File: src/rtl/pad_ld_pkg.sv
package pad_ld_pkg;
  typedef enum logic [1:0] {
    WALK_IDLE  = 2'd0,
    WALK_RUN   = 2'd1,
    WALK_DRAIN = 2'd2,
    WALK_DONE  = 2'd3
  } walk_st_e;
endpackage

File: src/rtl/pad_ld_tag_fifo.sv
module pad_ld_tag_fifo #(
  parameter int W     = 16,
  parameter int DEPTH = 4
) (
  input  logic           clk_i,
  input  logic           rst_ni,
  input  logic           push_i,
  input  logic [W-1:0]   data_i,
  input  logic           pop_i,
  output logic [W-1:0]   data_o,
  output logic           full_o,
  output logic [$clog2(DEPTH):0] level_o
);
  localparam int PTR = $clog2(DEPTH);

  logic [PTR-1:0] wptr_q, rptr_q;
  logic [PTR:0]   level_q;
  logic [W-1:0]   slots [DEPTH];

  for (genvar i = 0; i < DEPTH; i++) begin : g_slot
    logic [W-1:0] slot_q;
    always_ff @(posedge clk_i or negedge rst_ni) begin
      if (!rst_ni)                             slot_q <= '0;
      else if (push_i && wptr_q == PTR'(i))    slot_q <= data_i;
    end
    assign slots[i] = slot_q;
  end

  always_ff @(posedge clk_i or negedge rst_ni) begin
    if (!rst_ni) begin
      wptr_q  <= '0;
      rptr_q  <= '0;
      level_q <= '0;
    end else begin
      if (push_i) wptr_q <= wptr_q + 1'b1;
      if (pop_i)  rptr_q <= rptr_q + 1'b1;
      case ({push_i, pop_i})
        2'b10:   level_q <= level_q + 1'b1;
        2'b01:   level_q <= level_q - 1'b1;
        default: level_q <= level_q;
      endcase
    end
  end

  assign data_o  = slots[rptr_q];
  assign full_o  = (level_q == (PTR+1)'(DEPTH));
  assign level_o = level_q;


  fifo_ovf_chk: assert property (@(posedge clk_i) disable iff (!rst_ni)
    push_i |-> !full_o);

  fifo_udf_chk: assert property (@(posedge clk_i) disable iff (!rst_ni)
    pop_i |-> (level_q != '0));
endmodule

File: src/rtl/pad_ld_walk.sv
module pad_ld_walk
  import pad_ld_pkg::*;
#(
  parameter int AW  = 32,
  parameter int SAW = 16,
  parameter int CW  = 12,
  parameter int PW  = 4
) (
  input  logic           clk_i,
  input  logic           rst_ni,
  input  logic           start_i,
  input  logic [AW-1:0]  dram_base_i,
  input  logic [SAW-1:0] sram_base_i,
  input  logic [CW-1:0]  y_size_i,
  input  logic [CW-1:0]  x_size_i,
  input  logic [AW-1:0]  stride_i,
  input  logic [PW-1:0]  pad_top_i,
  input  logic [PW-1:0]  pad_bottom_i,
  input  logic [PW-1:0]  pad_left_i,
  input  logic [PW-1:0]  pad_right_i,
  input  logic           can_push_i,
  input  logic           req_ready_i,
  input  logic           pad_ok_i,
  input  logic           drained_i,
  output logic           req_valid_o,
  output logic [AW-1:0]  req_addr_o,
  output logic [SAW-1:0] slot_addr_o,
  output logic           pad_wr_o,
  output logic           busy_o,
  output logic           done_o
);
  localparam int TW = CW + 2;

  walk_st_e       st_q;
  logic [AW-1:0]  row_base_q, stride_q;
  logic [SAW-1:0] sptr_q;
  logic [CW-1:0]  ysz_q, xsz_q;
  logic [PW-1:0]  ptop_q, pleft_q;
  logic [TW-1:0]  rows_q, cols_q, row_q, col_q;

  logic data_row, data_col, in_data, step, last_col, last_row, empty_tile;

  assign empty_tile = (y_size_i == '0) || (x_size_i == '0);
  assign data_row = (row_q >= TW'(ptop_q)) && (row_q < TW'(ptop_q) + TW'(ysz_q));
  assign data_col = (col_q >= TW'(pleft_q)) && (col_q < TW'(pleft_q) + TW'(xsz_q));
  assign in_data  = data_row && data_col;

  assign req_valid_o = (st_q == WALK_RUN) && in_data && can_push_i;
  assign pad_wr_o    = (st_q == WALK_RUN) && !in_data && pad_ok_i;
  assign step        = (req_valid_o && req_ready_i) || pad_wr_o;
  assign last_col    = (col_q == cols_q - 1'b1);
  assign last_row    = (row_q == rows_q - 1'b1);

  assign req_addr_o  = row_base_q + AW'(col_q) - AW'(pleft_q);
  assign slot_addr_o = sptr_q;
  assign busy_o      = (st_q == WALK_RUN) || (st_q == WALK_DRAIN);
  assign done_o      = (st_q == WALK_DONE);

  always_ff @(posedge clk_i or negedge rst_ni) begin
    if (!rst_ni) begin
      st_q       <= WALK_IDLE;
      row_base_q <= '0;
      stride_q   <= '0;
      sptr_q     <= '0;
      ysz_q      <= '0;
      xsz_q      <= '0;
      ptop_q     <= '0;
      pleft_q    <= '0;
      rows_q     <= '0;
      cols_q     <= '0;
      row_q      <= '0;
      col_q      <= '0;
    end else begin
      unique case (st_q)
        WALK_IDLE: if (start_i) begin
          row_base_q <= dram_base_i;
          stride_q   <= stride_i;
          sptr_q     <= sram_base_i;
          ysz_q      <= y_size_i;
          xsz_q      <= x_size_i;
          ptop_q     <= pad_top_i;
          pleft_q    <= pad_left_i;
          rows_q     <= TW'(pad_top_i) + TW'(y_size_i) + TW'(pad_bottom_i);
          cols_q     <= TW'(pad_left_i) + TW'(x_size_i) + TW'(pad_right_i);
          row_q      <= '0;
          col_q      <= '0;
          st_q       <= empty_tile ? WALK_DONE : WALK_RUN;
        end
        WALK_RUN: if (step) begin
          sptr_q <= sptr_q + 1'b1;
          if (last_col) begin
            col_q <= '0;
            row_q <= row_q + 1'b1;
            if (data_row) row_base_q <= row_base_q + stride_q;
            if (last_row) st_q <= WALK_DRAIN;
          end else begin
            col_q <= col_q + 1'b1;
          end
        end
        WALK_DRAIN: if (drained_i) st_q <= WALK_DONE;
        default:    st_q <= WALK_IDLE;
      endcase
    end
  end


  req_hold_chk: assert property (@(posedge clk_i) disable iff (!rst_ni)
    req_valid_o && !req_ready_i |=> req_valid_o && $stable(req_addr_o));

  pad_no_req_chk: assert property (@(posedge clk_i) disable iff (!rst_ni)
    pad_wr_o |-> !req_valid_o);

  done_quiet_chk: assert property (@(posedge clk_i) disable iff (!rst_ni)
    done_o |=> !done_o);

  empty_fast_chk: assert property (@(posedge clk_i) disable iff (!rst_ni)
    (st_q == WALK_IDLE) && start_i && empty_tile |=> done_o && !busy_o);
endmodule

File: src/rtl/pad_ld_wr_mux.sv
module pad_ld_wr_mux #(
  parameter int SAW = 16,
  parameter int DW  = 16
) (
  input  logic           clk_i,
  input  logic           rst_ni,
  input  logic           rsp_valid_i,
  input  logic [DW-1:0]  rsp_data_i,
  input  logic [SAW-1:0] rsp_addr_i,
  input  logic           pad_wr_i,
  input  logic [SAW-1:0] pad_addr_i,
  output logic           wr_en_o,
  output logic [SAW-1:0] wr_addr_o,
  output logic [DW-1:0]  wr_data_o,
  output logic           wr_zero_o
);
  // response owns the port; the walker holds fill writes off in that cycle
  always_comb begin
    wr_en_o   = rsp_valid_i || pad_wr_i;
    wr_zero_o = !rsp_valid_i && pad_wr_i;
    wr_addr_o = rsp_valid_i ? rsp_addr_i : pad_addr_i;
    wr_data_o = rsp_valid_i ? rsp_data_i : '0;
  end


  pad_yield_chk: assert property (@(posedge clk_i) disable iff (!rst_ni)
    pad_wr_i |-> !rsp_valid_i);
endmodule

File: src/rtl/pad_tile_loader.sv
module pad_tile_loader #(
  parameter int AW        = 32,
  parameter int SAW       = 16,
  parameter int CW        = 12,
  parameter int PW        = 4,
  parameter int DW        = 16,
  parameter int MAX_OUTST = 4
) (
  input  logic           clk_i,
  input  logic           rst_ni,
  input  logic           start_i,
  input  logic [AW-1:0]  dram_base_i,
  input  logic [SAW-1:0] sram_base_i,
  input  logic [CW-1:0]  y_size_i,
  input  logic [CW-1:0]  x_size_i,
  input  logic [AW-1:0]  stride_i,
  input  logic [PW-1:0]  pad_top_i,
  input  logic [PW-1:0]  pad_bottom_i,
  input  logic [PW-1:0]  pad_left_i,
  input  logic [PW-1:0]  pad_right_i,
  output logic           rd_req_valid_o,
  input  logic           rd_req_ready_i,
  output logic [AW-1:0]  rd_req_addr_o,
  input  logic           rd_rsp_valid_i,
  input  logic [DW-1:0]  rd_rsp_data_i,
  output logic           wr_en_o,
  output logic [SAW-1:0] wr_addr_o,
  output logic [DW-1:0]  wr_data_o,
  output logic           wr_zero_o,
  output logic           busy_o,
  output logic           done_o
);
  localparam int LVW = $clog2(MAX_OUTST) + 1;

  logic           fifo_full, req_fire, pad_wr, drained;
  logic [SAW-1:0] slot_addr, tag_head;
  logic [LVW-1:0] level;

  assign req_fire = rd_req_valid_o && rd_req_ready_i;
  assign drained  = (level == '0) || ((level == LVW'(1)) && rd_rsp_valid_i);

  pad_ld_walk #(.AW(AW), .SAW(SAW), .CW(CW), .PW(PW)) u_walk (
    .clk_i, .rst_ni, .start_i,
    .dram_base_i, .sram_base_i, .y_size_i, .x_size_i, .stride_i,
    .pad_top_i, .pad_bottom_i, .pad_left_i, .pad_right_i,
    .can_push_i  (!fifo_full),
    .req_ready_i (rd_req_ready_i),
    .pad_ok_i    (!rd_rsp_valid_i),
    .drained_i   (drained),
    .req_valid_o (rd_req_valid_o),
    .req_addr_o  (rd_req_addr_o),
    .slot_addr_o (slot_addr),
    .pad_wr_o    (pad_wr),
    .busy_o, .done_o
  );

  pad_ld_tag_fifo #(.W(SAW), .DEPTH(MAX_OUTST)) u_tags (
    .clk_i, .rst_ni,
    .push_i  (req_fire),
    .data_i  (slot_addr),
    .pop_i   (rd_rsp_valid_i),
    .data_o  (tag_head),
    .full_o  (fifo_full),
    .level_o (level)
  );

  pad_ld_wr_mux #(.SAW(SAW), .DW(DW)) u_wr (
    .clk_i, .rst_ni,
    .rsp_valid_i (rd_rsp_valid_i),
    .rsp_data_i  (rd_rsp_data_i),
    .rsp_addr_i  (tag_head),
    .pad_wr_i    (pad_wr),
    .pad_addr_i  (slot_addr),
    .wr_en_o, .wr_addr_o, .wr_data_o, .wr_zero_o
  );


  done_idle_chk: assert property (@(posedge clk_i) disable iff (!rst_ni)
    done_o |-> !busy_o && !rd_req_valid_o && (level == '0));

  outst_cap_chk: assert property (@(posedge clk_i) disable iff (!rst_ni)
    level <= LVW'(MAX_OUTST));
endmodule

File: config.mk
export PLATFORM = sky130hd
export DESIGN_NAME = pad_tile_loader
export DESIGN_NICKNAME = d
export VERILOG_FILES = /design/src/rtl/pad_ld_pkg.sv /design/src/rtl/pad_ld_tag_fifo.sv /design/src/rtl/pad_ld_walk.sv /design/src/rtl/pad_ld_wr_mux.sv /design/src/rtl/pad_tile_loader.sv
export SDC_FILE = /design/constraint.sdc
export NUM_CORES = 1
export LEC_CHECK = 0
export ABC_AREA = 0
export CAP_MARGIN = 20
export CORE_ASPECT_RATIO = 0.5
export CORE_MARGIN = 1.5
export CORE_UTILIZATION = 40
export DETAILED_ROUTE_END_ITERATION = 10
export DONT_BUFFER_PORTS = 1
export GPL_ROUTABILITY_DRIVEN = 0
export SKIP_CTS_REPAIR_TIMING = 1
export SLEW_MARGIN = 20
export SYNTH_ARGS = -nofsm -noshare
export SYNTH_HDL_FRONTEND = slang
export SYNTH_SLANG_ARGS = --single-unit
File: constraint.sdc
create_clock -name clk_i -period 4.4 [get_ports clk_i]
set_input_delay 0.44 -clock clk_i [delete_from_list [all_inputs] [get_ports clk_i]]
set_output_delay 0.44 -clock clk_i [all_outputs]
set_load 0.02 [all_outputs]
==> results.md <==
* 3 — maximum count of clock buffers along a single path
* dfrtp_1 — Main synth FF type
* u_walk.row_base_q[28] — endpoint of the lowest-slack register-to-register path
* 12.4% — post-synthesis to final-layout area growth
* inv_1 -> ha_1 -> inv_1 -> ha_1 -> a211o_1 -> a211oi_2 -> a21o_1 -> a31oi_4 -> o2111ai_4 -> a211oi_2 -> or3_4 -> a311o_1 — sequence of cells on the critical path
* 46000 um — wirelength, routed
* 0.348 mV — IR drop worst, VDD
* in2async — Min-Delay Path Class
* clkbuf_16 — cell chosen for the clock root
* 0 — final setup vio count
* 0 — number of enable flip-flop cells after synthesis
* 0.0458 mm^2 — Total Die Area
* 13.8k — total number of vias
* 0.45 ns — delay of the slowest cell on the worst path
* 0 — yosys warns
* 1903 — cells after synthesis
* 20 — path depth of the worst reg2reg path
* 5 — total iterations of the first detailed-routing run
* 0.173 — layout cell share with drive strength beyond 1
* 76 — Netlist cell types
* 1.23 ns — worst slew pin tran
* 5.49 — average vias per placed instance
* met2 — highest-utilization routing layer at the global route stage
* 4.37 ns — post-layout minimum cycle time
* 17200 uW — overall power consumption
* 0.0187 mm^2 — placed instance area
* dfrtp_2 — cell type of the slowest stage on the worst timing path
* built — TritonCTS clock tree
* 0.993 — share of the clock period used by the worst path after layout
* 54 — standard-cell rows
* 210 — I/O pin count
* dfrtp_1, ha_1, mux2_2 — synth top area cells
* 0.339 — portion of the post-synthesis area used by sequential elements
* 33300 um — HPWL after DPL
* dfrtp_1 — count leader, synth
* 0.271 — Global Route met1 Usage
* yes — RSZ-0062 raised after global routing
* 2205 — net count of the finished layout
* 0 — overflow left after global routing
* dfrtp_1 — top cell type by total area after synthesis
* 9.34 um^2 — average instance area after synthesis
* output pin — capturing element type of the critical path
* 0 — port buffer count
* 4137 — number of filler cells placed in the layout
* 27 — TritonCTS Buffers
* 863 — 1st-iter DRT viols
* 0.0200 mm^2 — final cell area excluding filler cells
* 301 um — horizontal extent of the die
* 0.0199 ns — Final Skew
* 0 — Ant. Diodes
* 13.3k — number of global-route vias before repair
* 0.318 — met2 Track Usage GR
* 0.176 — relative max-transition margin
* 0 — remaining antenna violation count after routing
* 0 — number of max-slew violations in the final report
* 7 — top fanout value on the critical path
* 2202 — net count after synthesis
* 3.93 ns — Critical Path AT
* 0.0437 mm^2 — placeable core region
* 3.96 ns — required time worst endpoint
* register — Setup crit start kind
* 0.195 — total routing usage reported by global routing
* 0 — max-cap check violation count
* 152 um — Die Y
* 0.339 — area fraction of the dominant cell type after synthesis
* 0.00900 uW — cell leakage power
* 72300 um — global-route wire length before repair
* 0.06 ns — clock-pin slew on the worst setup and hold paths
* 0.457 — core occupancy in the finished layout
* u_walk.pleft_q[0] — start of the worst register-to-register path
* reg2out — CP Class
* 0 — number of antenna violations at the first check in global routing
* 1 — H-tree level count
* 0 — count of unresolved DRC violations after routing
* 241 — number of storage elements in the synthesis netlist
* 0.0178 mm^2 — Netlist Area Pre-Place
* 0.0299 — met3 Use GR
* 229 MHz — highest attainable clock frequency
* finished with violations — run status
* dfrtp_1, nand2_1, ha_1 — most instantiated cells after synthesis
* 0.56 ns — Clk Latency, worst-skew pair
* 1.00 — post-synthesis async set-or-reset flop share
* -0.407 ns — smallest hold slack
* 241 — Num Clock Sinks
* 18.3 um — per-cell routed wire length
* 860 mW/mm^2 — power density normalized to cell area
* 241 — number of failing hold endpoints at the final stage
* negative hold slack — failing checks
* 0.407 — effective utilization at floorplan
* 242 — maximum number of pins on one net before global-route repair
* 0.24 ns — register-to-register path setup slack
==> power breakdown <==
part | internal, uW | leakage [uW] | switching [uW] | total, uW
Clock | 1400 | 0.000442 | 943 | 2340
Sequential | 3010 | 0.00305 | 938 | 3950
Combinational | 4600 | 0.00551 | 6290 | 10900
==> flip-flops by register name, indices dropped and copies added (netlist names) <==
| name | flops |
|---|---|
| u_tags.rptr_q | 2 |
| u_walk.rows_q | 14 |
| u_walk.pleft_q | 4 |
| u_walk.st_q | 2 |
| u_walk.slot_addr_o | 16 |
| u_walk.row_base_q | 32 |
| u_tags.level_o | 3 |
| u_walk.ptop_q | 4 |
| u_tags.wptr_q | 2 |
| u_walk.cols_q | 14 |
| u_walk.row_q | 14 |
| u_walk.ysz_q | 12 |
| u_walk.xsz_q | 12 |
| u_walk.stride_q | 32 |
| u_tags.g_slot.slot_q | 64 |
| u_walk.col_q | 14 |
==> per-layer routing <==
| metal | wire length (um) | vias to the layer above |
|---|---|---|
| met1 | 21900 | 6720 |
| met2 | 21700 | 222 |
| met3 | 1540 | 55 |
| met4 | 854 | 0 |
| li1 | - | 6806 |
| met5 | 0 | - |
==> worst max-delay path: cells and delay by family, from the launching register on <==
| family | cells | cell delay [ns] |
|---|---|---|
| and+or+nand+nor | 1 | 0.41 |
| DFF | 1 | 0.45 |
| AOI/OAI and AO/OA | 7 | 1.80 |
| buffers and inverters | 2 | 0.19 |
| adders and majority gates | 2 | 0.53 |
==> worst max-delay path by stage <==
| stage | startpoint | to | depth (start not counted) |
|---|---|---|---|
| CTS | u_walk.col_q[1] | rd_req_addr_o[29] | 13 |
| global placement | u_walk.pleft_q[1] | u_walk.row_base_q[31] | 18 |
| finish | u_walk.col_q[13] | rd_req_addr_o[29] | 12 |
| global route | u_walk.col_q[13] | rd_req_addr_o[29] | 13 |
| floorplan | u_walk.pleft_q[1] | u_tags.g_slot[0].slot_q[10] | 19 |
| detailed placement | u_walk.pleft_q[1] | u_walk.row_base_q[31] | 18 |
==> cell type report <==
class	count	area [um^2]	share of cell area
Clock buffer	39	781	0.0391
Clock inverter	9	129	0.00645
Inverter	131	492	0.0246
Multi-Input combinational cell	1448	11300	0.566
Sequential cell	241	6030	0.302
Tap cell	588	736	0.0368
Timing Repair Buffer	57	504	0.0252
==> cells in the final DEF (no fill, tap or decap), types with 7 or more instances in the layout <==
master / n
dfrtp_1: 239
nand4_1: 25
and2_1: 20
nor2b_1: 25
a31oi_1: 13
ha_4: 7
clkbuf_16: 27
a21oi_1: 108
a211oi_1: 13
nand2b_1: 18
o21bai_1: 10
xor2_1: 75
nand2_1: 159
nand3_1: 47
a21o_1: 32
nor2_1: 94
nor3b_1: 12
mux2_2: 146
mux4_2: 16
nor3_1: 32
nor4_1: 20
mux2i_1: 29
ha_1: 135
inv_1: 129
o21ai_0: 133
o21a_1: 11
o31ai_1: 7
o211ai_1: 10
xnor2_1: 77
buf_4: 48
or3_1: 10
and3_1: 18
fa_1: 8
==> metrics by stage <==
step	TNS, ns	std cells	setup slack, ns
2_1_floorplan	0	1903	0.0540
3_3_place_gp	0	2457	0.165
3_5_place_dp	0	2457	0.0937
4_1_cts	-2.24	2505	-0.468
5_1_grt	-0.537	2513	-0.122
6_report	0	2513	0.0326
==> cells by family (layout without fill, tap and decap cells) <==
logic type / Yosys count / in the layout / synth area share
xor+xnor: 152 / 152 / 0.0749
flops: 241 / 241 / 0.339
fa+ha+maj: 158 / 158 / 0.116
simple gates: 513 / 513 / 0.142
buf+inv: 215 / 236 / 0.0461
mux: 191 / 191 / 0.129
compound gates: 433 / 434 / 0.153
No activity file was read; power rests on OpenSTA's default activity.
